[src/rtl/cpd_pkg.sv]
package cpd_pkg;

  typedef struct packed {
    logic tick;
    logic enabled;
  } cpdStrobe_t;

  typedef enum logic {
    SEL_DIV   = 1'b0,
    SEL_PHASE = 1'b1
  } cpdSel_e;

endpackage

[src/rtl/cpd_ctrl.sv]
module cpd_ctrl
  import cpd_pkg::*;
#(
  parameter int CNT_W       = 16,
  parameter int SYNC_STAGES = 2,
  parameter int RESET_DIV   = 128
) (
  input  logic             clk,
  input  logic             rstN,
  input  logic             clkEnCmd,
  input  logic             wrEn,
  input  logic             wrSel,
  input  logic [CNT_W-1:0] wrData,
  input  logic             carrierIn,
  output cpdStrobe_t       strobes,
  output logic [CNT_W-1:0] divPend,
  output logic [CNT_W-1:0] raPend,
  output logic [CNT_W-1:0] rbPend
);

  localparam int SW = CNT_W + 2;
  localparam logic [CNT_W-1:0] MIN_DIV = CNT_W'(2);
  localparam logic [CNT_W-1:0] RST_DIV = CNT_W'(RESET_DIV);

  logic [SYNC_STAGES-1:0] syncQ;
  logic prevQ;
  logic enabled;
  logic [CNT_W-1:0] offPend;

  generate
    if (SYNC_STAGES == 1) begin : g_sync1
      always_ff @(posedge clk or negedge rstN) begin
        if (!rstN) syncQ <= '0;
        else       syncQ <= carrierIn;
      end
    end else begin : g_syncN
      always_ff @(posedge clk or negedge rstN) begin
        if (!rstN) syncQ <= '0;
        else       syncQ <= {syncQ[SYNC_STAGES-2:0], carrierIn};
      end
    end
  endgenerate

  always_ff @(posedge clk or negedge rstN) begin
    if (!rstN) begin
      prevQ   <= 1'b0;
      enabled <= 1'b0;
    end else begin
      prevQ <= syncQ[SYNC_STAGES-1];
      if (clkEnCmd) enabled <= 1'b1;
    end
  end

  assign strobes.enabled = enabled;
  assign strobes.tick    = enabled & syncQ[SYNC_STAGES-1] & ~prevQ;

  logic signed [SW-1:0] sumS, divS, remS, fixS;
  logic [CNT_W-1:0] newOff, divIn;

  always_comb begin
    sumS   = $signed({2'b00, offPend}) + $signed({{2{wrData[CNT_W-1]}}, wrData});
    divS   = $signed({2'b00, divPend});
    remS   = sumS % divS;
    fixS   = (remS < 0) ? remS + divS : remS;
    newOff = fixS[CNT_W-1:0];
    divIn  = (wrData < MIN_DIV) ? MIN_DIV : wrData;
  end

  always_ff @(posedge clk or negedge rstN) begin
    if (!rstN) begin
      divPend <= RST_DIV;
      offPend <= '0;
    end else if (wrEn) begin
      if (cpdSel_e'(wrSel) == SEL_DIV) begin
        divPend <= divIn;
        offPend <= '0;
      end else begin
        offPend <= newOff;
      end
    end
  end

  logic [CNT_W:0] raSum, raWrap;

  always_comb begin
    raSum  = {1'b0, divPend >> 1} + {1'b0, offPend};
    raWrap = raSum - {1'b0, divPend};
    raPend = (raSum >= {1'b0, divPend}) ? raWrap[CNT_W-1:0] : raSum[CNT_W-1:0];
    rbPend = offPend;
  end


  offset_range_chk: assert property (@(posedge clk) disable iff (!rstN)
    offPend < divPend);


  single_tick_chk: assert property (@(posedge clk) disable iff (!rstN)
    strobes.tick |=> !strobes.tick);


  enable_sticky_chk: assert property (@(posedge clk) disable iff (!rstN)
    enabled |=> enabled);

endmodule

[src/rtl/cpd_datapath.sv]
module cpd_datapath
  import cpd_pkg::*;
#(
  parameter int CNT_W     = 16,
  parameter int RESET_DIV = 128
) (
  input  logic             clk,
  input  logic             rstN,
  input  cpdStrobe_t       strobes,
  input  logic [CNT_W-1:0] divPend,
  input  logic [CNT_W-1:0] raPend,
  input  logic [CNT_W-1:0] rbPend,
  output logic             outA,
  output logic             outB
);

  localparam logic [CNT_W-1:0] RST_DIV = CNT_W'(RESET_DIV);
  localparam logic [CNT_W-1:0] RST_RA  = CNT_W'(RESET_DIV / 2);

  logic [CNT_W-1:0] cnt, rcAct, raAct, rbAct, nextCnt;
  logic wrap, raHit, rbHit, rcHit, aNext, bNext, trig;

  always_comb begin
    wrap    = (cnt == rcAct);
    nextCnt = wrap ? '0 : cnt + 1'b1;
    raHit   = (nextCnt == raAct);
    rbHit   = (nextCnt == rbAct);
    rcHit   = (nextCnt == rcAct);
    if (rcHit)      aNext = 1'b0;
    else if (raHit) aNext = 1'b1;
    else            aNext = outA;
    trig = aNext & ~outA;
    if (rbHit)     bNext = 1'b0;
    else if (trig) bNext = 1'b1;
    else           bNext = outB;
  end

  always_ff @(posedge clk or negedge rstN) begin
    if (!rstN) begin
      cnt   <= '0;
      outA  <= 1'b0;
      outB  <= 1'b0;
      rcAct <= RST_DIV;
      raAct <= RST_RA;
      rbAct <= '0;
    end else if (!strobes.enabled) begin
      cnt   <= '0;
      outA  <= 1'b0;
      outB  <= 1'b0;
      rcAct <= divPend;
      raAct <= raPend;
      rbAct <= rbPend;
    end else if (strobes.tick) begin
      cnt  <= nextCnt;
      outA <= aNext;
      outB <= bNext;
      if (wrap) begin
        rcAct <= divPend;
        raAct <= raPend;
        rbAct <= rbPend;
      end
    end
  end


  idle_hold_chk: assert property (@(posedge clk) disable iff (!rstN)
    !strobes.enabled |-> (cnt == '0) && !outA && !outB);


  count_stable_chk: assert property (@(posedge clk) disable iff (!rstN)
    (strobes.enabled && !strobes.tick) |=> $stable(cnt));


  a_rise_point_chk: assert property (@(posedge clk) disable iff (!rstN)
    $rose(outA) |-> cnt == $past(raAct));


  a_fall_point_chk: assert property (@(posedge clk) disable iff (!rstN)
    $fell(outA) |-> cnt == $past(rcAct));


  b_follows_a_chk: assert property (@(posedge clk) disable iff (!rstN)
    $rose(outB) |-> $rose(outA));


  defer_update_chk: assert property (@(posedge clk) disable iff (!rstN)
    (strobes.enabled && strobes.tick && (cnt != rcAct)) |=>
      $stable(rcAct) && $stable(raAct) && $stable(rbAct));

endmodule

[src/rtl/carrier_phase_divider.sv]
module carrier_phase_divider
  import cpd_pkg::*;
#(
  parameter int CNT_W       = 16,
  parameter int SYNC_STAGES = 2,
  parameter int RESET_DIV   = 128
) (
  input  logic             clk,
  input  logic             rstN,
  input  logic             clkEnCmd,
  input  logic             wrEn,
  input  logic             wrSel,
  input  logic [CNT_W-1:0] wrData,
  input  logic             carrierIn,
  output logic             outA,
  output logic             outB
);

  cpdStrobe_t strobes;
  logic [CNT_W-1:0] divPend, raPend, rbPend;

  cpd_ctrl #(
    .CNT_W(CNT_W), .SYNC_STAGES(SYNC_STAGES), .RESET_DIV(RESET_DIV)
  ) u_ctrl (
    .clk(clk), .rstN(rstN), .clkEnCmd(clkEnCmd), .wrEn(wrEn),
    .wrSel(wrSel), .wrData(wrData), .carrierIn(carrierIn),
    .strobes(strobes), .divPend(divPend), .raPend(raPend), .rbPend(rbPend)
  );

  cpd_datapath #(
    .CNT_W(CNT_W), .RESET_DIV(RESET_DIV)
  ) u_datapath (
    .clk(clk), .rstN(rstN), .strobes(strobes), .divPend(divPend),
    .raPend(raPend), .rbPend(rbPend), .outA(outA), .outB(outB)
  );

endmodule

[config.mk]
export PLATFORM = sky130hd
export DESIGN_NAME = carrier_phase_divider
export DESIGN_NICKNAME = d
export VERILOG_FILES = /design/src/rtl/cpd_pkg.sv /design/src/rtl/cpd_ctrl.sv /design/src/rtl/cpd_datapath.sv /design/src/rtl/carrier_phase_divider.sv
export SDC_FILE = /design/constraint.sdc
export NUM_CORES = 1
export LEC_CHECK = 0
export BUFFER_PORTS_ARGS = -buffer_cell sky130_fd_sc_hd__buf_4
export CAP_MARGIN = 20
export CELL_PAD_IN_SITES_DETAIL_PLACEMENT = 1
export CELL_PAD_IN_SITES_GLOBAL_PLACEMENT = 2
export CORE_ASPECT_RATIO = 1.5
export CORE_MARGIN = 8
export CORE_UTILIZATION = 42
export DETAILED_ROUTE_END_ITERATION = 7
export HOLD_SLACK_MARGIN = 0.02
export PLACE_DENSITY = 0.89
export SYNTH_ARGS = -nofsm -noshare
export SYNTH_HDL_FRONTEND = slang
export SYNTH_SLANG_ARGS = --single-unit
[constraint.sdc]
create_clock -name clk -period 61.7 [get_ports clk]
set_clock_uncertainty 0.15 [all_clocks]
set_input_delay 6.17 -clock clk [delete_from_list [all_inputs] [get_ports clk]]
set_output_delay 6.17 -clock clk [all_outputs]
set_load 0.03 [all_outputs]
== Word level (Yosys, flattened, before mapping) ==
Index checks and enable logic that the tools add are counted.

* Div/mod/pow operators: 1
* Equality and inequality tests: 7
* $lt $le $gt $ge: 3
* $add $sub $neg: 5
* Muxes and demuxes: 24
* Bitwise operators: 6
* Reduce and logical (&&, ||, !) cells: 3

{| class="wikitable"
|+ Operator list
! kind !! number
|-
| two-way mux 16 bit || 16
|-
| equality test 16 bit || 4
|-
| adder 17 x 16 -> 18 bit || 1
|-
| < comparator 18 x 1 -> 1 bit (second input constant) || 1
|-
| remainder unit 18 x 17 -> 18 bit || 1
|-
| adder 15 x 16 -> 17 bit || 1
|-
| >= comparator 17 x 16 -> 1 bit || 1
|-
| adder 16 x 1 -> 16 bit (second input constant) || 1
|-
| adder 16 bit || 1
|-
| < comparator 16 x 2 -> 1 bit (second input constant) || 1
|-
| subtractor 16 bit || 1
|-
| two-way mux 1 bit || 8
|-
| AND reduction 2 bit || 3
|-
| AND 1 bit || 3
|-
| != test 3 x 1 -> 1 bit (second input constant) || 1
|-
| NOT 1 bit || 3
|-
| != test 2 x 1 -> 1 bit (second input constant) || 1
|-
| != test 2 bit (second input constant) || 1
|}

* Register bits after elaboration: 102

== Longest topological paths before layout ==
Gate-level depths: netlist of the first run.

* Word-level depth: 10
* Mapped depth: 197
* Gate-level depth less buffers: 186

== Cells and area by module ==
Synthesis of the first run repeated with hierarchy kept, for this count alone.

* Cell total of the unflattened synthesis: 2684
* Area, all modules: 20547.2 um2

{| class="wikitable"
|+ By module, submodules not included
! module !! sequential area each (um2) !! times used !! area an instance (um2) !! cells each
|-
| cpd_ctrl || 902.1 || 1 || 15986.6 || 2230
|-
| cpd_datapath || 1654.1 || 1 || 4560.6 || 454
|}

== Least setup slack after synthesis of the first run ==
OpenSTA, ideal clock, no wires.

* Kind: input-to-reg
* Start point: input wrData[0]
* End point: register u_ctrl.offPend[15] (netlist: u_ctrl.rbPend[15])
* Stages on the path: 175
* Required time: 61481 ps
* Setup time: 69 ps
* Slack: 16624 ps
* Path buffers: 14
* Data arrival time: 44857 ps
* Cells stage by stage: ha_1 -> fa_1 -> a211oi_2 -> o211ai_1 -> a41oi_2 -> xor2_1 -> nand4_4 -> nor4b_1 -> ha_1 -> o21ai_0 -> o31ai_1 -> ha_1 -> o21a_1 -> nor2_1 -> nor4_1 -> nor2_1 -> a21oi_1 -> ha_1 -> [139 not listed] -> inv_1 -> ha_1 -> a21o_1 -> a21o_1 -> a21o_1 -> a21o_1 -> a21o_1 -> a21oi_1 -> o21bai_1 -> a21oi_1 -> o21ai_0 -> a21o_1 -> a21oi_1 -> o21bai_1 -> a21oi_1 -> xnor2_1 -> a2111o_1 -> nand3_1

* Cells in the longest elaborated chain, start to end: 5

{| class="wikitable"
|+ Ends and longest elaborated chain
! item !! line !! source
|-
| from (decl) || carrier_phase_divider.sv:13 || <nowiki>input logic [CNT_W-1:0] wrData,</nowiki>
|-
| adder 17 x 16 -> 18 bit * || cpd_ctrl.sv:61 || <nowiki>sumS = $signed({2'b00, offPend}) + $signed({{2{wrData[CNT_W-1]}}, wrData});</nowiki>
|-
| remainder unit 18 x 17 -> 18 bit * || cpd_ctrl.sv:63 || <nowiki>remS = sumS % divS;</nowiki>
|-
| adder 16 bit or < comparator 18 x 1 -> 1 bit (tied branches) || cpd_ctrl.sv:64 || <nowiki>fixS = (remS < 0) ? remS + divS : remS;</nowiki>
|-
| two-way mux 16 bit * || cpd_ctrl.sv:64 ||
|-
| two-way mux 16 bit * || cpd_ctrl.sv:74 || <nowiki>if (cpdSel_e'(wrSel) == SEL_DIV) begin</nowiki>
|-
| to (signal assigned) || cpd_ctrl.sv:78 || <nowiki>offPend <= newOff;</nowiki>
|-
| to (decl) || cpd_ctrl.sv:28 || <nowiki>logic [CNT_W-1:0] offPend;</nowiki>
|}

Every way passes the cells marked *; elsewhere a longest branch is shown, timed or not.
A chain may end at the register's enable or synchronous reset.

== Worst setup path in the final report of the first run ==
* Start point: input wrData[12]
* End point: register u_ctrl.offPend[15] (netlist: u_ctrl.rbPend[15])

The elaborated chain is that of the path after synthesis.

==> results.toml, run 1 <==
[status]
status = "finished clean"

[drt]
postRouteAntennaNets = 0
detail_route.first_pass.iterations = 5
route.detailed.drc = 0
routed-via-count = 20800
route.final.wire_length_um = 82100
drt-wirelength-per-cell_um = 25.8
first_iter_violations = 1093
post_drt_via_cell_ratio = 6.54

[clock_network]
clock_tree.buffer_depth = 2
post_cts.repair.setup_buffers = 0
ctsResizeCount = 0
total_clock_buffers_created_by_cts = 9
ctsHtreeMaxLevel = 3
worst_setup_hold_path_clk_slew_ps = 70
cts_num_sinks = 102
holdBufCountCts = 0
cts_tree = "yes"
clock-root-buffer = "sky130_fd_sc_hd__clkbuf_16"
clk_latency_ps = 370

[finish]
regArea_mm2 = 0.00256
layout-drive-gt1-share_pct = 5.90
multi_input_area_mm2 = 0.0159
final_cell_mix = "sky130_fd_sc_hd__nand2_1 (311), sky130_fd_sc_hd__ha_1 (239), sky130_fd_sc_hd__nor2_1 (216), sky130_fd_sc_hd__a21oi_1 (184), sky130_fd_sc_hd__o21ai_0 (152)"
final_common_cell = "sky130_fd_sc_hd__nand2_1"
design.final.nets = 2854
synthToLayoutAreaGrowth_pct = 6.21
insertedDiodeCount = 0
fillCellCount = 5772

[floorplan]
die_area_mm2 = 0.0528
chipWidth_um = 190
floorplan.io_pins = 24
die_h_um = 278
fp.coreArea_mm2 = 0.0454
initial_utilization_pct = 42.2
core.rowCount = 96

[sta]
period_needed_ps = 54780
slew_headroom_pct = 24.4
final_max_slew_viol_count = 0
max_freq_mhz = 18.3
finalCritPeriodShare_pct = 88.8
hold_viol_final = 0
finalSetupViolations = 0
worstMarginPinSlew_ps = 1120
timing.setup.tns_ps = 0
unrepaired_setup_endpoints_after_global_routing = "no"

[setup_path]
critPathCaptureType = "flip-flop"
regToRegStartpoint = "u_ctrl.rbPend[12]"
critPathBufInv = 10
critPathSlowestCell = "sky130_fd_sc_hd__o21ai_0"
ff2ff_path_depth = 178
worst-r2r-setup-slack_ps = 12240
largest_delay_share_family_worst_path = "compound AO/OA/AOI/OAI gates"
critical_path.max_stage_delay_ps = 860
startpoint_type = "primary input"
critical_path_arrival_ps = 54940
timing.critical_path.from = "wrData[12]"
largest_driver_fanout_on_the_critical_path = 25
r2r-end = "u_ctrl.rbPend[15]"
path_class = "in2reg"
worst_ep_required_time_ps = 61850
crit_top_cell = "sky130_fd_sc_hd__ha_1"

[logic_synthesis]
synthArstFlopShare_pct = 100
synth_flop_cell = "sky130_fd_sc_hd__dfrtp_1"
yosys-top-cells-area = "sky130_fd_sc_hd__ha_1 (16%), sky130_fd_sc_hd__dfrtp_1 (13%), sky130_fd_sc_hd__nand2_1 (6.1%), sky130_fd_sc_hd__xnor2_1 (5.6%), sky130_fd_sc_hd__a21oi_1 (4.8%)"
synth_area_per_cell_um2 = 7.35
fraction_of_post_synthesis_cell_area_in_the_top_cell_type_by_area_pct = 15.6
part_of_the_yosys_area_used_for_sequential_elements_pct = 13.3
synth_top_area_cell = "sky130_fd_sc_hd__ha_1"
synth_area_mm2 = 0.0191
ys_seq_elements = 102
syn-num-nets = 2872
postSynthCellCount = 2606
ys_warn_count = 0
synth_cell_type_count = 96
synth_enable_flop_cells = 0

[placement]
port_buffers = 23
dp_hpwl_um = 66100
place.gp.congestion = 0.985

[global_routing]
grt_start_max_net_pins = 74
grt_usage_pct = 30.3
gr-total-overflow = 0
grt_first_pass_wirelength_um = 126000
vias_in_the_first_global_route = 22400
grt_antenna_before_repair = 0

[flow_run]
timing.max_cap.violations = 0

[worst_hold_path]
min_to = "u_ctrl.syncQ[1]"
min-delay-start = "u_ctrl.syncQ[0]"
hp-class = "reg2reg"
hold-path-cell-count = 0
[layout make-up]
cell class              count  share of cell area [%]
repair buffers             60                    2.31
well taps                 588                    3.62
clock buffers              11                    1.19
inverters                 106                    1.96
flip-flops and latches    102                    12.6
clock inverters             5                   0.400
multi-input cells        2309                    78.0
[cells by family after synthesis]
family                   Yosys count  synth area share, %
multiplexers                      52                 2.84
AND/OR/NAND/NOR                  972                 24.4
flip-flops                       102                 13.3
AO/OA/AOI/OAI                    819                 29.1
adder cells (fa/ha/maj)          244                 16.1
buffers and inverters            195                 3.98
XOR/XNOR                         222                 10.2
[cell usage after synthesis, drive strengths merged, types with 14 or more instances]
master,instances
a211oi,34
or3,34
buf,15
a31oi,30
a21boi,26
o31ai,24
and3,24
nor2,217
xnor2,123
nor4,21
o31a,14
nor2b,21
or2,21
dfrtp,99
nand2b,24
a211o,16
o21ai,157
o21bai,25
o211ai,39
nand4,45
clkbuf,74
nor3,88
mux2i,36
o21a,64
nand2,311
and2,26
mux2,16
ha,239
a21oi,185
nand3,85
inv,106
a21o,72
xor2,99
[layer usage]
metal  vias up  GRT usage (%)  routed length [um]
li1       9615              -                   -
met3       356           3.67                3170
met2       618           55.0               41500
met1     10200           30.1               29600
met5         -              0                   0
met4         0           25.3                7860
[worst max path at each step]
stage	to	depth (start not counted)
finish	u_ctrl.rbPend[15]	179
global route	u_ctrl.rbPend[15]	179
CTS	u_ctrl.rbPend[15]	176
detailed placement	u_ctrl.rbPend[15]	179
global placement	u_ctrl.rbPend[15]	174
floorplan	u_ctrl.rbPend[15]	175
[through the flow]
| stage | instance area, um^2 | hold WS, ps | instances | util, % | setup slack (ps) |
|---|---|---|---|---|---|
| floorplan | 19100 | 181 | 2606 | - | 16620 |
| detailed placement | 20000 | 193 | 3165 | 44.1 | 7680 |
| CTS | 20300 | 218 | 3181 | 44.8 | 7790 |
| global placement | 20000 | 195 | 3164 | 44.0 | 9640 |
| finish | 20300 | 216 | 3181 | 44.8 | 6920 |
| global route | 20300 | 230 | 3181 | 44.8 | 4090 |
[flip-flops by register name (all words and copies together), names as in the netlist]
register / flops
u_ctrl.divPend: 16
u_ctrl.rbPend: 16
u_datapath.cnt: 16
u_datapath.raAct: 16
u_datapath.rbAct: 16
u_datapath.rcAct: 16
u_ctrl.syncQ: 2
u_ctrl.enabled: 1
u_ctrl.prevQ: 1
u_datapath.outA: 1
u_datapath.outB: 1
Power of run 1 is not shown: default switching activity piles up to over one toggle a cycle in this logic, so the estimate is an artifact.
==> run 2: changes to the inputs <==
CELL_PAD_IN_SITES_DETAIL_PLACEMENT = default   (was 1)
CELL_PAD_IN_SITES_GLOBAL_PLACEMENT = default   (was 2)
CORE_UTILIZATION = 56   (was 42)
PLACE_DENSITY = 0.73   (was 0.89)
==> run 2 against run 1 <==
  * Clock-buffer cell count is the same
  * Die area down 23%
  * Cell count down 5.1%
==> results.toml, run 2 (same netlist as run 1, synthesis figures left out) <==
[status]
status = "finished clean"

[setup_path]
critPathCaptureType = "flip-flop"
largest_driver_fanout_on_the_critical_path = 25
critical_path.max_stage_delay_ps = 770
critical_path_arrival_ps = 53350
startpoint_type = "primary input"
path_class = "in2reg"
critPathBufInv = 9
worst_ep_required_time_ps = 61850
largest_delay_share_family_worst_path = "compound AO/OA/AOI/OAI gates"
critPathSlowestCell = "sky130_fd_sc_hd__o31ai_1"

[clock_network]
post_cts.repair.setup_buffers = 0
total_clock_buffers_created_by_cts = 9
cts_num_sinks = 102
clk_latency_ps = 370
worst_setup_hold_path_clk_slew_ps = 70
holdBufCountCts = 0
ctsResizeCount = 0
cts_tree = "yes"
ctsHtreeMaxLevel = 3
clock_tree.buffer_depth = 2
clock-root-buffer = "sky130_fd_sc_hd__clkbuf_16"

[drt]
met3WireLength_um = 3600
postRouteAntennaNets = 0
drt-wirelength-per-cell_um = 23.5
detail_route.wirelength.met1_um = 26200
route.detailed.drc = 0
routed-via-count = 20200
dr.max_layer_used = "met4"
detailroute.wirelength.met2_um = 33800
route.final.wire_length_um = 71000
first_iter_violations = 1578
detail_route.first_pass.iterations = 6
post_drt_via_cell_ratio = 6.70

[finish]
regArea_mm2 = 0.00256
layout-drive-gt1-share_pct = 5.90
final_cell_mix = "sky130_fd_sc_hd__nand2_1 (311), sky130_fd_sc_hd__ha_1 (239), sky130_fd_sc_hd__nor2_1 (216), sky130_fd_sc_hd__a21oi_1 (184), sky130_fd_sc_hd__o21ai_0 (152)"
final_common_cell = "sky130_fd_sc_hd__nand2_1"
multi_input_area_mm2 = 0.0159
synthToLayoutAreaGrowth_pct = 4.82
final_cells = 3020
insertedDiodeCount = 0
postLayoutCellArea_mm2 = 0.0201
design.final.nets = 2856
fillCellCount = 3250

[global_routing]
vias_in_the_first_global_route = 20000
grt_antenna_before_repair = 0
grt_usage_pct = 34.1
gr-total-overflow = 0
grt_start_max_net_pins = 77
grt_first_pass_wirelength_um = 109000

[placement]
port_buffers = 23
placed_cells_incl_taps = 3002
place.gp.congestion = 1.08
detailed_place.area_mm2 = 0.0198
dp_hpwl_um = 56700

[sta]
worstMarginPinSlew_ps = 1020
timing.setup.tns_ps = 0
finalSetupViolations = 0
slew_headroom_pct = 31.7
unrepaired_setup_endpoints_after_global_routing = "no"
period_needed_ps = 53200
hold_viol_final = 0
finalCritPeriodShare_pct = 86.2
final_max_slew_viol_count = 0
max_freq_mhz = 18.8
finalHoldWorstSlack_ps = 225

[worst_hold_path]
hp-class = "reg2reg"

[flow_run]
timing.max_cap.violations = 0

[floorplan]
initial_utilization_pct = 56.4
die_area_mm2 = 0.0405
chipWidth_um = 167
die_h_um = 242
core.rowCount = 83
floorplan.io_pins = 24
fp.coreArea_mm2 = 0.0340
## run 2: metrics by stage
| step | utilization, % | setup WS (ps) |
|---|---|---|
| after floorplan | - | 16620 |
| after global placement | 58.3 | 9560 |
| after detailed placement | 58.3 | 8300 |
| after CTS | 59.1 | 8520 |
| after global routing | 59.1 | 5100 |
| final | 59.1 | 8500 |
## run 2: worst paths after layout
path,startpoint,endpoint,slack [ps],depth (start not counted)
worst max-delay path,wrData[12],u_ctrl.rbPend[15],8500,178
worst min-delay path,u_ctrl.syncQ[0],u_ctrl.syncQ[1],220,0
worst max register to register,u_ctrl.rbPend[14],u_ctrl.rbPend[15],13920,177
worst min register to register,u_ctrl.syncQ[0],u_ctrl.syncQ[1],220,0
max in group asynchronous,rstN,u_datapath.rcAct[13],54530,2
min in group asynchronous,rstN,u_datapath.raAct[5],5550,1
## run 2: worst reg2reg max path: cells and delay by family (launching register included)
family                   cells  cell delay (ps)
AO/OA/AOI/OAI              100            26450
XOR/XNOR                     1              120
adder cells (fa/ha/maj)     21             6730
buffers and inverters        8             1220
flip-flops                   1              490
multiplexers                 7             2030
AND/OR/NAND/NOR             40            10570
## run 2: layout make-up
cell class | count | share of cell area [%]
Multi-Input combinational cell | 2309 | 79.0
Sequential cell | 102 | 12.7
Tap cell | 425 | 2.65
Timing Repair Buffer | 62 | 2.29
Inverter | 106 | 1.98
Clock buffer | 11 | 1.16
Clock inverter | 5 | 0.212
## run 2: routing by layer
metal  vias to the layer above  track usage (%)
li1                       9646                -
met1                      9541             35.6
met4                         0             31.4
met2                       720             59.3
met3                       320             3.62
met5                         -                0
Power of run 2 is left out for the same reason.
==> run 3: changes to the inputs <==
REMOVE_ABC_BUFFERS = 1   (was default)
==> run 3 against run 2 <==
  * Non-clock buffer count is 2 lower
  * Maximum frequency fell by 2.5%
  * Global-route usage decreased by 0.32 points
  * Critical endpoint unchanged
==> results.toml, run 3 (same netlist as run 1, synthesis figures left out) <==
[status]
status = "finished clean"

[finish]
design.final.nets = 2854
fillCellCount = 3258
multi_input_area_mm2 = 0.0158
regArea_mm2 = 0.00256
synthToLayoutAreaGrowth_pct = 5.01
layout-drive-gt1-share_pct = 5.90
final_cells = 3018
insertedDiodeCount = 0
final_cell_mix = "sky130_fd_sc_hd__nand2_1 (311), sky130_fd_sc_hd__ha_1 (239), sky130_fd_sc_hd__nor2_1 (216), sky130_fd_sc_hd__a21oi_1 (184), sky130_fd_sc_hd__o21ai_0 (152)"
final_common_cell = "sky130_fd_sc_hd__nand2_1"
utilization_pct = 59.2

[clock_network]
total_clock_buffers_created_by_cts = 9
ctsHtreeMaxLevel = 3
clock_tree.buffer_depth = 2
cts_num_sinks = 102
holdBufCountCts = 0
clk_latency_ps = 360
post_cts.repair.setup_buffers = 0
worst_setup_hold_path_clk_slew_ps = 70
cts_tree = "yes"
clock-root-buffer = "sky130_fd_sc_hd__clkbuf_16"
ctsResizeCount = 0

[global_routing]
grt_antenna_before_repair = 0
grt_first_pass_wirelength_um = 108000
vias_in_the_first_global_route = 20100
gr-total-overflow = 0
grt_usage_pct = 33.7
grt_start_max_net_pins = 74

[drt]
drt-wirelength-per-cell_um = 23.2
postRouteAntennaNets = 0
routed-via-count = 20500
route.detailed.drc = 0
detail_route.first_pass.iterations = 7
first_iter_violations = 1534
post_drt_via_cell_ratio = 6.78
route.final.wire_length_um = 70000

[setup_path]
critPathSlowestCell = "sky130_fd_sc_hd__o41ai_2"
largest_driver_fanout_on_the_critical_path = 25
worst_ep_required_time_ps = 61850
startpoint_type = "primary input"
critical_path.max_stage_delay_ps = 820
critical_path_arrival_ps = 54740
crit_top_cell = "sky130_fd_sc_hd__a21oi_1"
critPathCaptureType = "flip-flop"
path_class = "in2reg"

[floorplan]
die_h_um = 242
core.rowCount = 83
floorplan.io_pins = 24
fp.coreArea_mm2 = 0.0340
chipWidth_um = 167
die_area_mm2 = 0.0405
initial_utilization_pct = 56.4

[sta]
unrepaired_setup_endpoints_after_global_routing = "no"
period_needed_ps = 54590
max_freq_mhz = 18.3
finalSetupViolations = 0
slew_headroom_pct = 25.4
worstMarginPinSlew_ps = 1120
final_max_slew_viol_count = 0
finalHoldWorstSlack_ps = 207
hold_viol_final = 0
timing.setup.tns_ps = 0
finalCritPeriodShare_pct = 88.5

[placement]
dp_hpwl_um = 56200
place.gp.congestion = 1.04
placed_cells_incl_taps = 2999
port_buffers = 23

[flow_run]
timing.max_cap.violations = 0

[worst_hold_path]
hp-class = "reg2reg"
## run 3: cell count changes in the layout (fill, tap and decap cells not counted), sizes merged
cell | previous run | this run
buf | 61 | 59
bufinv | 0 | 2
clkbuf | 12 | 10
clkinv | 2 | 3
clkinvlp | 1 | 0
## run 3: path summary, 6_finish.rpt
path	to	startpoint	slack (ps)	cells after the start
max in group asynchronous	u_datapath.cnt[11]	rstN	54550	2
min in group asynchronous	u_datapath.raAct[8]	rstN	5580	1
setup / recovery	u_ctrl.rbPend[15]	wrData[12]	7110	178
setup reg to reg	u_ctrl.rbPend[15]	u_ctrl.rbPend[12]	12570	177
hold reg to reg	u_ctrl.syncQ[1]	u_ctrl.syncQ[0]	210	0
hold / removal	u_ctrl.syncQ[1]	u_ctrl.syncQ[0]	210	0
## run 3: cell type report
type	count	share of cell area (%)
Multi-Input combinational cell	2309	78.8
Sequential cell	102	12.7
Tap cell	425	2.64
Timing Repair Buffer	60	2.25
Inverter	106	1.98
Clock buffer	9	1.12
Clock inverter	7	0.479
## run 3: per-layer routing
| layer | share of wire (%) | track usage [%] |
|---|---|---|
| met3 | 5.4 | 3.44 |
| met2 | 48 | 59.8 |
| met1 | 36 | 34.9 |
| met4 | 10 | 30.0 |
| met5 | 0 | 0 |
## run 3: worst max-delay path, delay by kind of cell
family                     cells  cell delay (ps)
buffers and inverters         12             2080
muxes                          6             2330
xor gates and xnor gates       1              120
and+or+nand+nor               39            10270
AOI/OAI and AO/OA             99            26660
adders and majority gates     21             6930
## run 3: metrics by stage
step | worst slack, ps | area (um^2)
6_report | 7110 | 20100
5_1_grt | 3800 | 20100
4_1_cts | 7770 | 20100
3_5_place_dp | 7600 | 19800
3_3_place_gp | 8510 | 19800
2_1_floorplan | 15210 | 18800
Power of run 3 is left out for the same reason.
